## src/rtl/flash_poll_pkg.sv

```systemverilog
`timescale 1ns/1ps
package flash_poll_pkg;
  typedef enum logic [2:0] {
    ST_IDLE,
    ST_ISSUE_READ,
    ST_WAIT_DATA,
    ST_EVALUATE,
    ST_CONFIRM_READ,
    ST_DONE,
    ST_ERROR
  } poll_state_e;

  typedef enum logic {
    OP_PROGRAM = 1'b0,
    OP_ERASE   = 1'b1
  } poll_op_e;
endpackage

```

## src/rtl/poll_judge.sv

```systemverilog
`timescale 1ns/1ps
module poll_judge import flash_poll_pkg::*; #(
  parameter int unsigned DW = 8
) (
  input  poll_op_e        op_i,
  input  logic [DW-1:0]   expect_i,
  input  logic [DW-1:0]   word_i,
  output logic            complete_o,
  output logic            match_o
);
  logic [DW-1:0] ref_word;

  // erase target is the erased state (all ones)
  assign ref_word   = (op_i == OP_ERASE) ? {DW{1'b1}} : expect_i;
  assign complete_o = (word_i[DW-1] == ref_word[DW-1]);
  assign match_o    = (word_i == ref_word);
endmodule

```

## src/rtl/poll_gap_timer.sv

```systemverilog
`timescale 1ns/1ps
module poll_gap_timer #(
  parameter int unsigned GAP_CYC = 4
) (
  input  logic clk_i,
  input  logic rst_ni,
  input  logic load_i,
  input  logic long_i,
  output logic zero_o
);
  localparam int unsigned CW = (GAP_CYC > 0) ? $clog2(GAP_CYC + 1) : 1;

  logic [CW-1:0] cnt_q;

  always_ff @(posedge clk_i or negedge rst_ni) begin
    if (!rst_ni) begin
      cnt_q <= '0;
    end else if (load_i) begin
      cnt_q <= long_i ? CW'(GAP_CYC) : '0;
    end else if (cnt_q != '0) begin
      cnt_q <= cnt_q - 1'b1;
    end
  end

  assign zero_o = (cnt_q == '0);
endmodule

```

## src/rtl/poll_watchdog.sv

```systemverilog
`timescale 1ns/1ps
module poll_watchdog #(
  parameter int unsigned LIMIT = 20000
) (
  input  logic clk_i,
  input  logic rst_ni,
  input  logic clear_i,
  input  logic run_i,
  output logic expired_o
);
  localparam int unsigned TW = $clog2(LIMIT + 1);

  logic [TW-1:0] cnt_q;

  always_ff @(posedge clk_i or negedge rst_ni) begin
    if (!rst_ni) begin
      cnt_q <= '0;
    end else if (clear_i) begin
      cnt_q <= '0;
    end else if (run_i && (cnt_q != TW'(LIMIT))) begin
      cnt_q <= cnt_q + 1'b1;
    end
  end

  assign expired_o = (cnt_q == TW'(LIMIT));
endmodule

```

## src/rtl/flash_poll_ctrl.sv

```systemverilog
`timescale 1ns/1ps
module flash_poll_ctrl import flash_poll_pkg::*; #(
  parameter int unsigned AW          = 24,
  parameter int unsigned DW          = 8,
  parameter int unsigned GAP_CYC     = 4,
  parameter int unsigned TIMEOUT_CYC = 20000
) (
  input  logic          clk_i,
  input  logic          rst_ni,
  input  logic          start_i,
  input  logic          op_erase_i,
  input  logic [AW-1:0] addr_i,
  input  logic [DW-1:0] data_i,
  output logic          busy_o,
  output logic          done_o,
  output logic          err_o,
  output logic          timeout_o,
  output logic          rd_req_o,
  output logic [AW-1:0] rd_addr_o,
  input  logic          rd_ack_i,
  input  logic [DW-1:0] rd_data_i
);
  poll_state_e   state_q, state_d;
  poll_op_e      op_q;
  logic [AW-1:0] addr_q;
  logic [DW-1:0] exp_q;
  logic          poll_ok_q;
  logic          to_q;

  logic gap_load, gap_long, gap_zero;
  logic wd_clear, wd_expired;
  logic rd_complete, rd_match;
  logic accept;

  assign accept = (state_q == ST_IDLE) && start_i;

  poll_judge #(.DW(DW)) u_judge (
    .op_i       (op_q),
    .expect_i   (exp_q),
    .word_i     (rd_data_i),
    .complete_o (rd_complete),
    .match_o    (rd_match)
  );

  poll_gap_timer #(.GAP_CYC(GAP_CYC)) u_gap (
    .clk_i  (clk_i),
    .rst_ni (rst_ni),
    .load_i (gap_load),
    .long_i (gap_long),
    .zero_o (gap_zero)
  );

  poll_watchdog #(.LIMIT(TIMEOUT_CYC)) u_wd (
    .clk_i     (clk_i),
    .rst_ni    (rst_ni),
    .clear_i   (wd_clear),
    .run_i     (busy_o),
    .expired_o (wd_expired)
  );

  always_comb begin
    state_d  = state_q;
    gap_load = 1'b0;
    gap_long = 1'b0;
    wd_clear = 1'b0;
    unique case (state_q)
      ST_IDLE: begin
        if (start_i) begin
          state_d  = ST_ISSUE_READ;
          gap_load = 1'b1;
          wd_clear = 1'b1;
        end
      end
      ST_ISSUE_READ: if (gap_zero) state_d = ST_WAIT_DATA;
      ST_WAIT_DATA:  if (rd_ack_i) state_d = ST_EVALUATE;
      ST_EVALUATE: begin
        if (poll_ok_q) begin
          state_d = ST_CONFIRM_READ;
        end else if (wd_expired) begin
          state_d = ST_ERROR;
        end else begin
          state_d  = ST_ISSUE_READ;
          gap_load = 1'b1;
          gap_long = 1'b1;
        end
      end
      ST_CONFIRM_READ: if (rd_ack_i) state_d = rd_match ? ST_DONE : ST_ERROR;
      ST_DONE:         state_d = ST_IDLE;
      ST_ERROR:        state_d = ST_IDLE;
      default:         state_d = ST_IDLE;
    endcase
  end

  always_ff @(posedge clk_i or negedge rst_ni) begin
    if (!rst_ni) begin
      state_q   <= ST_IDLE;
      op_q      <= OP_PROGRAM;
      addr_q    <= '0;
      exp_q     <= '0;
      poll_ok_q <= 1'b0;
      to_q      <= 1'b0;
    end else begin
      state_q <= state_d;
      if (accept) begin
        op_q   <= poll_op_e'(op_erase_i);
        addr_q <= addr_i;
        exp_q  <= data_i;
      end
      if (state_q == ST_WAIT_DATA && rd_ack_i) poll_ok_q <= rd_complete;
      // remember why ERROR was entered
      if (state_q == ST_EVALUATE)     to_q <= 1'b1;
      if (state_q == ST_CONFIRM_READ) to_q <= 1'b0;
    end
  end

  assign busy_o    = (state_q != ST_IDLE);
  assign rd_req_o  = (state_q == ST_WAIT_DATA) || (state_q == ST_CONFIRM_READ);
  assign rd_addr_o = addr_q;
  assign done_o    = (state_q == ST_DONE);
  assign err_o     = (state_q == ST_ERROR) && !to_q;
  assign timeout_o = (state_q == ST_ERROR) && to_q;
endmodule


```

## config.mk

```make
export PLATFORM = sky130hd
export DESIGN_NAME = flash_poll_ctrl
export DESIGN_NICKNAME = d
export VERILOG_FILES = /design/src/rtl/flash_poll_pkg.sv /design/src/rtl/poll_judge.sv /design/src/rtl/poll_gap_timer.sv /design/src/rtl/poll_watchdog.sv /design/src/rtl/flash_poll_ctrl.sv
export SDC_FILE = /design/constraint.sdc
export NUM_CORES = 1
export LEC_CHECK = 0
export ABC_CLOCK_PERIOD_IN_PS = 3450
export BUFFER_PORTS_ARGS = -buffer_cell sky130_fd_sc_hd__buf_2
export CORE_UTILIZATION = 40
export DETAILED_ROUTE_END_ITERATION = 8
export HOLD_SLACK_MARGIN = 0.02
export PLACE_DENSITY_LB_ADDON = 0.3
export SLEW_MARGIN = 30
export SYNTH_ARGS = -nofsm -noshare
export SYNTH_HDL_FRONTEND = slang
export SYNTH_HIERARCHICAL = 1
export SYNTH_SLANG_ARGS = --single-unit
```

## constraint.sdc

```tcl
create_clock -name clk_i -period 3.45 [get_ports clk_i]
set_input_delay 0.69 -clock clk_i [delete_from_list [all_inputs] [get_ports clk_i]]
set_output_delay 0.69 -clock clk_i [all_outputs]
set_load 0.01 [all_outputs]
```

# Word level (Yosys, flattened, before mapping)
# Cells that the tools add are included.
# totals
ff_bits,56
out_inout_bits,29
# classes
eq_ne,14
n_reduce_logical,15
add_sub_neg,2
muxes,22
# ops
cell,count
15-bit two-way mux,2
3-bit two-way mux,9
"15-bit by 1-bit adder with 15-bit output, second input constant",1
"15-bit equality test, second input constant",1
"15-bit != test, second input constant",1
3-bit one-hot mux with 5 select lines,1
"3-bit equality test, second input constant",3
8-bit equality test,1
8-bit two-way mux,1
"2-bit != test, second input constant",4
1-bit two-way mux,7
"3-bit by 2-bit equality test with 1-bit output, second input constant",2
3-bit logical NOT,2
2-bit nonzero test,3
3-bit nonzero test,2
1-bit logical AND,5
4-bit AND reduction,1
"3-bit by 1-bit equality test with 1-bit output, second input constant",1
"3-bit by 1-bit subtractor with 3-bit output, second input constant",1
2-bit two-way mux,1
1-bit one-hot mux with 2 select lines,1
1-bit equality test,1
1-bit logical NOT,1
1-bit logical OR,1

# Logic depth before layout (Yosys ltp)
# logic_depth
word_depth,6
mapped_depth,8
ltp_nobuf,7

# Modules after synthesis
# The synthesis kept the hierarchy.
# by_module_without_submodules
module,instances,seq_area_each_um2,cells_each,area_per_inst_um2
flash_poll_ctrl,1,950.9,116,1626.6
poll_watchdog,1,375.4,84,823.3
poll_judge,1,0.0,28,209.0
poll_gap_timer,1,75.1,16,167.7

# Worst setup path after synthesis
# Ideal clock, no wire load.
# synth_timing
path_kind,in2reg
start,in rd_data_i[0]
end,reg state_q[0]
setup_time_ps,83
path_stages,7
arrival_ps,1735
path_slack_ps,1632
n_path_buf,0
required_time_ps,3367
path_cell_list,xor2_1 > o41ai_1 > a31oi_1 > nor4_2 > nand2_1 > o22a_1 > o22ai_1
# synth_between
elab_chain_cells,4
# synth_rtl
element,line_no,rtl
"start, declared",flash_poll_ctrl.sv:21,input logic [DW-1:0] rd_data_i
8-bit equality test,poll_judge.sv:16,assign match_o = (word_i == ref_word);
via rd_match,flash_poll_ctrl.sv:32,"logic rd_complete, rd_match;"
2-bit two-way mux,flash_poll_ctrl.sv:87,ST_CONFIRM_READ: if (rd_ack_i) state_d = rd_match ? ST_DONE : ST_ERROR;
3-bit two-way mux,flash_poll_ctrl.sv:87,
3-bit one-hot mux with 5 select lines,flash_poll_ctrl.sv:66,unique case (state_q)
"end signal, assigned",flash_poll_ctrl.sv:103,state_q <= state_d;
"end, declared",flash_poll_ctrl.sv:23,"poll_state_e state_q, state_d;"
# The timed path passes the listed nets, and every way through them passes these cells. The select of a mux whose other input is x is not followed.
# A chain may end at the register's enable or synchronous reset.

# Final worst setup path
# layout_timing
start,reg state_q[2]
end,reg exp_q[1]
# layout_between
elab_chain_cells,2
# layout_rtl
element,line_no,rtl
3-bit logical NOT,flash_poll_ctrl.sv:35,assign accept = (state_q == ST_IDLE) && start_i;
1-bit logical AND,flash_poll_ctrl.sv:35,
"end signal, assigned",flash_poll_ctrl.sv:107,exp_q <= data_i;
"end, declared",flash_poll_ctrl.sv:26,logic [DW-1:0] exp_q;
# Every way passes these cells.

==> results by group <==
Outcome
  • Run status: finished, final reports clean

Logic synthesis
  • Share of the synthesized netlist area taken by xor and xnor gates: 4.648%
  • Number of synthesized flops with an enable pin: 0
  • Combinational family with the most area after synthesis: simple AND/OR/NAND/NOR gates
  • Synthesized area per cell: 11.58 µm²
  • Predominant post-synthesis flop cell: sky130_fd_sc_hd__dfrtp_1
  • Number of warning messages in the yosys log: 6
  • Netlist area before placement: 0.002826 mm²
  • Post-Synth Adder-Cell Area: 1.771%
  • Async set-reset flop share out of synthesis: 100.0%
  • Synthesized Nets: 293
  • Number of distinct library cell variants in the gate-level netlist after synthesis: 48
  • Proportion of synthesized chip area in sequential cells: 49.58%
  • Gate count after technology mapping: 244
  • Share of synthesized cell area in and, or, nand and nor gates: 16.20%
  • Post-synthesis mux area share: 15.05%
  • Flop and latch count out of synthesis: 56
  • Complex-gate fraction of the synthesized area: 8.145%

Die
  • Floorplan die height: 86.06 µm
  • Die Outline Area: 0.007406 mm²
  • Core ar.: 0.006794 mm²
  • Initial standard-cell utilization of the core: 41.60%
  • Floorplan die width: 86.06 µm
  • Number of placement rows: 30
  • Io pins: 74

Detailed routing
  • Count of nets left with antenna violations after detail routing: 0
  • Routed vias: 2049
  • Total length of routed wires: 5307 µm
  • Ratio of routed vias to standard cells: 4.973
  • Number of remaining DRC errors: 0
  • Starting DRC count in detailed routing: 84
  • Drt pass-1 iters: 4
  • Wire per inst: 12.88 µm

Worst setup path
  • Arrival time of data at the critical path endpoint: 2.50 ns
  • Maximum cell stage delay along the critical path: 0.53 ns
  • Category of the critical setup timing path: reg2reg
  • Startpoint kind of the worst setup timing path: register
  • Top fanout value on the critical path: 41
  • Master of the slowest instance on the critical path: sky130_fd_sc_hd__or3_4
  • Count of buffering cells on the critical path with inverters included: 1
  • Critical path data required time: 3.64 ns
  • Critical path capture point type: register
  • Cell chain of the critical path: or3_4 -> nor2_8 -> buf_4 -> mux2_1
  • Cell family contributing the most delay on the critical path: simple AND/OR/NAND/NOR gates

Clocking
  • Number of instances resized during post-cts repair: 0
  • Largest buffer count on any clock path: 2
  • Clock tree from TritonCTS: done
  • Quantity of hold-fixing buffers added after cts: 0
  • Buffer type at the clock tree root: sky130_fd_sc_hd__clkbuf_8
  • Setup repair bufs after CTS: 0
  • Clock network latency to the later pin of the worst-skew pair: 0.30 ns
  • H-Tree Level Count: 2
  • Clock slew at reported path FFs: 0.09 ns
  • Clock net sink count: 56
  • CTS buffer count: 5

Timing
  • RSZ-0062 raised after global routing: no
  • Skew final: 0.004641 ns
  • Final setup margin: 1.145 ns
  • Max-slew violation count: 0
  • Portion of the clock cycle consumed by the worst path in the final layout: 66.82%
  • Worst slew pin tran: 0.6377 ns
  • Summed negative setup slack over all endpoints: 0 ns
  • Min Clock Period, post-route: 2.305 ns
  • Total count of hold-check failures in the final report: 0
  • Worst rel slew slack: 57.49%
  • Maximum achievable frequency: 0.4338 GHz
  • Setup Viol. Count Final: 0

Layout
  • Fraction of layout instances using a drive strength above 1: 31.01%
  • Final net count: 365
  • Area Overhead vs Synth: 17.18%
  • Final non-filler cell total: 412
  • Fillers: 652
  • Register area: 0.001401 mm²
  • N_diodes: 0
  • Footprint of the multi-input gates: 0.001295 mm²
  • Final core utilization: 48.75%

Power
  • IR Drop Worst-Case VDD: 0.0003776 V
  • Leak Pwr: 0.001578 µW
  • Pwr dens: 768.3 mW/mm²

GRT
  • First-pass GRT wire length: 8949 µm
  • Initial antenna violation count: 0
  • Vias in the first global route: 1997
  • Overflow after GRT: 0
  • Aggregate global-route resource usage: 15.29%
  • Maximum number of pins on one net before global-route repair: 42

Place
  • Number of cells in the design after placement: 405
  • Place WS: 1.150 ns
  • Post-DP HPWL: 3993 µm
  • Final weighted congestion in routability-driven placement: 0.7502
  • Number of buffer cells added on primary ports: 73

Min path
  • Worst min-delay path category: in2async

Job
  • Number of max-cap violations: 0
[worst paths after layout]
path,from,endpoint,slack (ns),depth (start not counted)
max,state_q[2],exp_q[1],1.14,4
min,rst_ni,rd_addr_o[18],0.31,1
max reg2reg,state_q[2],exp_q[1],1.14,4
min reg2reg,rd_addr_o[1],rd_addr_o[1],0.49,1
max in group asynchronous,rst_ni,u_gap/cnt_q[1],2.33,2
min in group clk_i,rd_addr_o[1],rd_addr_o[1],0.49,1
[layout by cell type (no fill, tap or decap), types with 4 or more instances in the layout]
cell type	netlist	routed
sky130_fd_sc_hd__buf_2	0	73
sky130_fd_sc_hd__dfrtp_1	56	56
sky130_fd_sc_hd__mux2_1	28	28
sky130_fd_sc_hd__nor2_1	21	21
sky130_fd_sc_hd__xor2_1	13	13
sky130_fd_sc_hd__inv_1	9	9
sky130_fd_sc_hd__nand3_1	9	9
sky130_fd_sc_hd__mux2_2	8	8
sky130_fd_sc_hd__nor3_1	7	7
sky130_fd_sc_hd__a21oi_1	7	7
sky130_fd_sc_hd__nand2_1	6	6
sky130_fd_sc_hd__nand2b_1	6	6
sky130_fd_sc_hd__o21ai_0	5	5
sky130_fd_sc_hd__clkbuf_8	0	5
sky130_fd_sc_hd__and4_1	5	5
sky130_fd_sc_hd__ha_1	4	4
sky130_fd_sc_hd__a21o_1	4	4
sky130_fd_sc_hd__a31oi_1	4	4
sky130_fd_sc_hd__or3_1	4	4
sky130_fd_sc_hd__nand4_1	4	4
[state kept, by name, summed over array words and instances (netlist names)]
name and count:
poll_ok_q 1, u_wd/cnt_q 15, u_gap/cnt_q 3, exp_q 8
state_q 3, op_q 1, to_q 1, rd_addr_o 24
[synth_stat cells (all sizes together) (2+ instances only)]
master | number | area, µm²
o41ai | 4 | 42.55
a21o | 4 | 30.03
or3 | 5 | 36.28
xor2 | 13 | 113.9
inv | 9 | 33.78
mux2i | 2 | 20.02
and4 | 5 | 43.79
ha | 4 | 50.05
nor2 | 22 | 98.85
o22a | 2 | 17.52
a21oi | 7 | 35.03
dfrtp | 56 | 1401
buf | 6 | 81.33
a211oi | 2 | 15.01
nor3 | 7 | 35.03
clkbuf | 4 | 15.01
and2 | 2 | 15.02
nand4 | 4 | 25.02
a31oi | 4 | 25.02
mux2 | 36 | 405.4
xnor2 | 2 | 17.52
nand3 | 10 | 55.05
nand2b | 6 | 37.54
nand2 | 7 | 33.78
o21ai | 8 | 40.03
nor4 | 2 | 18.77
[stage by stage]
step                      hold slack, ns  instance area, µm²  total power [µW]
after floorplan                   0.3944                2826              1942
after global placement            0.4612                3231              2186
after detailed placement          0.4730                3231              2234
after CTS                         0.3211                3312              2576
after global routing              0.3324                3312              2748
final                             0.3107                3312              2545
[worst reg2reg max path, stage by stage (launching register included)]
cell	delay [ns]
sky130_fd_sc_hd__dfrtp_1	0.50
sky130_fd_sc_hd__or3_4	0.53
sky130_fd_sc_hd__nor2_8	0.52
sky130_fd_sc_hd__buf_4	0.31
sky130_fd_sc_hd__mux2_1	0.33
[area by class of cell]
class | instances | share of cell area (%)
Inverter | 9 | 1.020
Timing Repair Buffer | 75 | 11.48
Multi-Input combinational cell | 169 | 39.10
Sequential cell | 56 | 42.31
Tap cell | 96 | 3.627
Clock buffer | 5 | 2.078
Clock inverter | 2 | 0.3778
[report_power, final]
group	internal (µW)	switching [µW]
Combinational	527	532
Sequential	923	224
Clock	138	201
[metal layers]
layer,wire length (µm),track usage [%],vias to the layer above
li1,-,-,1016
met1,2452,19.26,987
met2,2610,26.12,39
met3,163,2.695,7
met4,82,5.909,0
met5,0,0,-
[cells by family (layout without fill, tap and decap cells)]
| family | after synthesis | count (layout) |
|---|---|---|
| and+or+nand+nor | 78 | 78 |
| DFF | 56 | 56 |
| muxes | 38 | 38 |
| AOI/OAI and AO/OA | 34 | 34 |
| buffers and inverters | 19 | 91 |
| xor gates and xnor gates | 15 | 15 |
| adders and majority gates | 4 | 4 |
(Power assumes the default switching activity.)
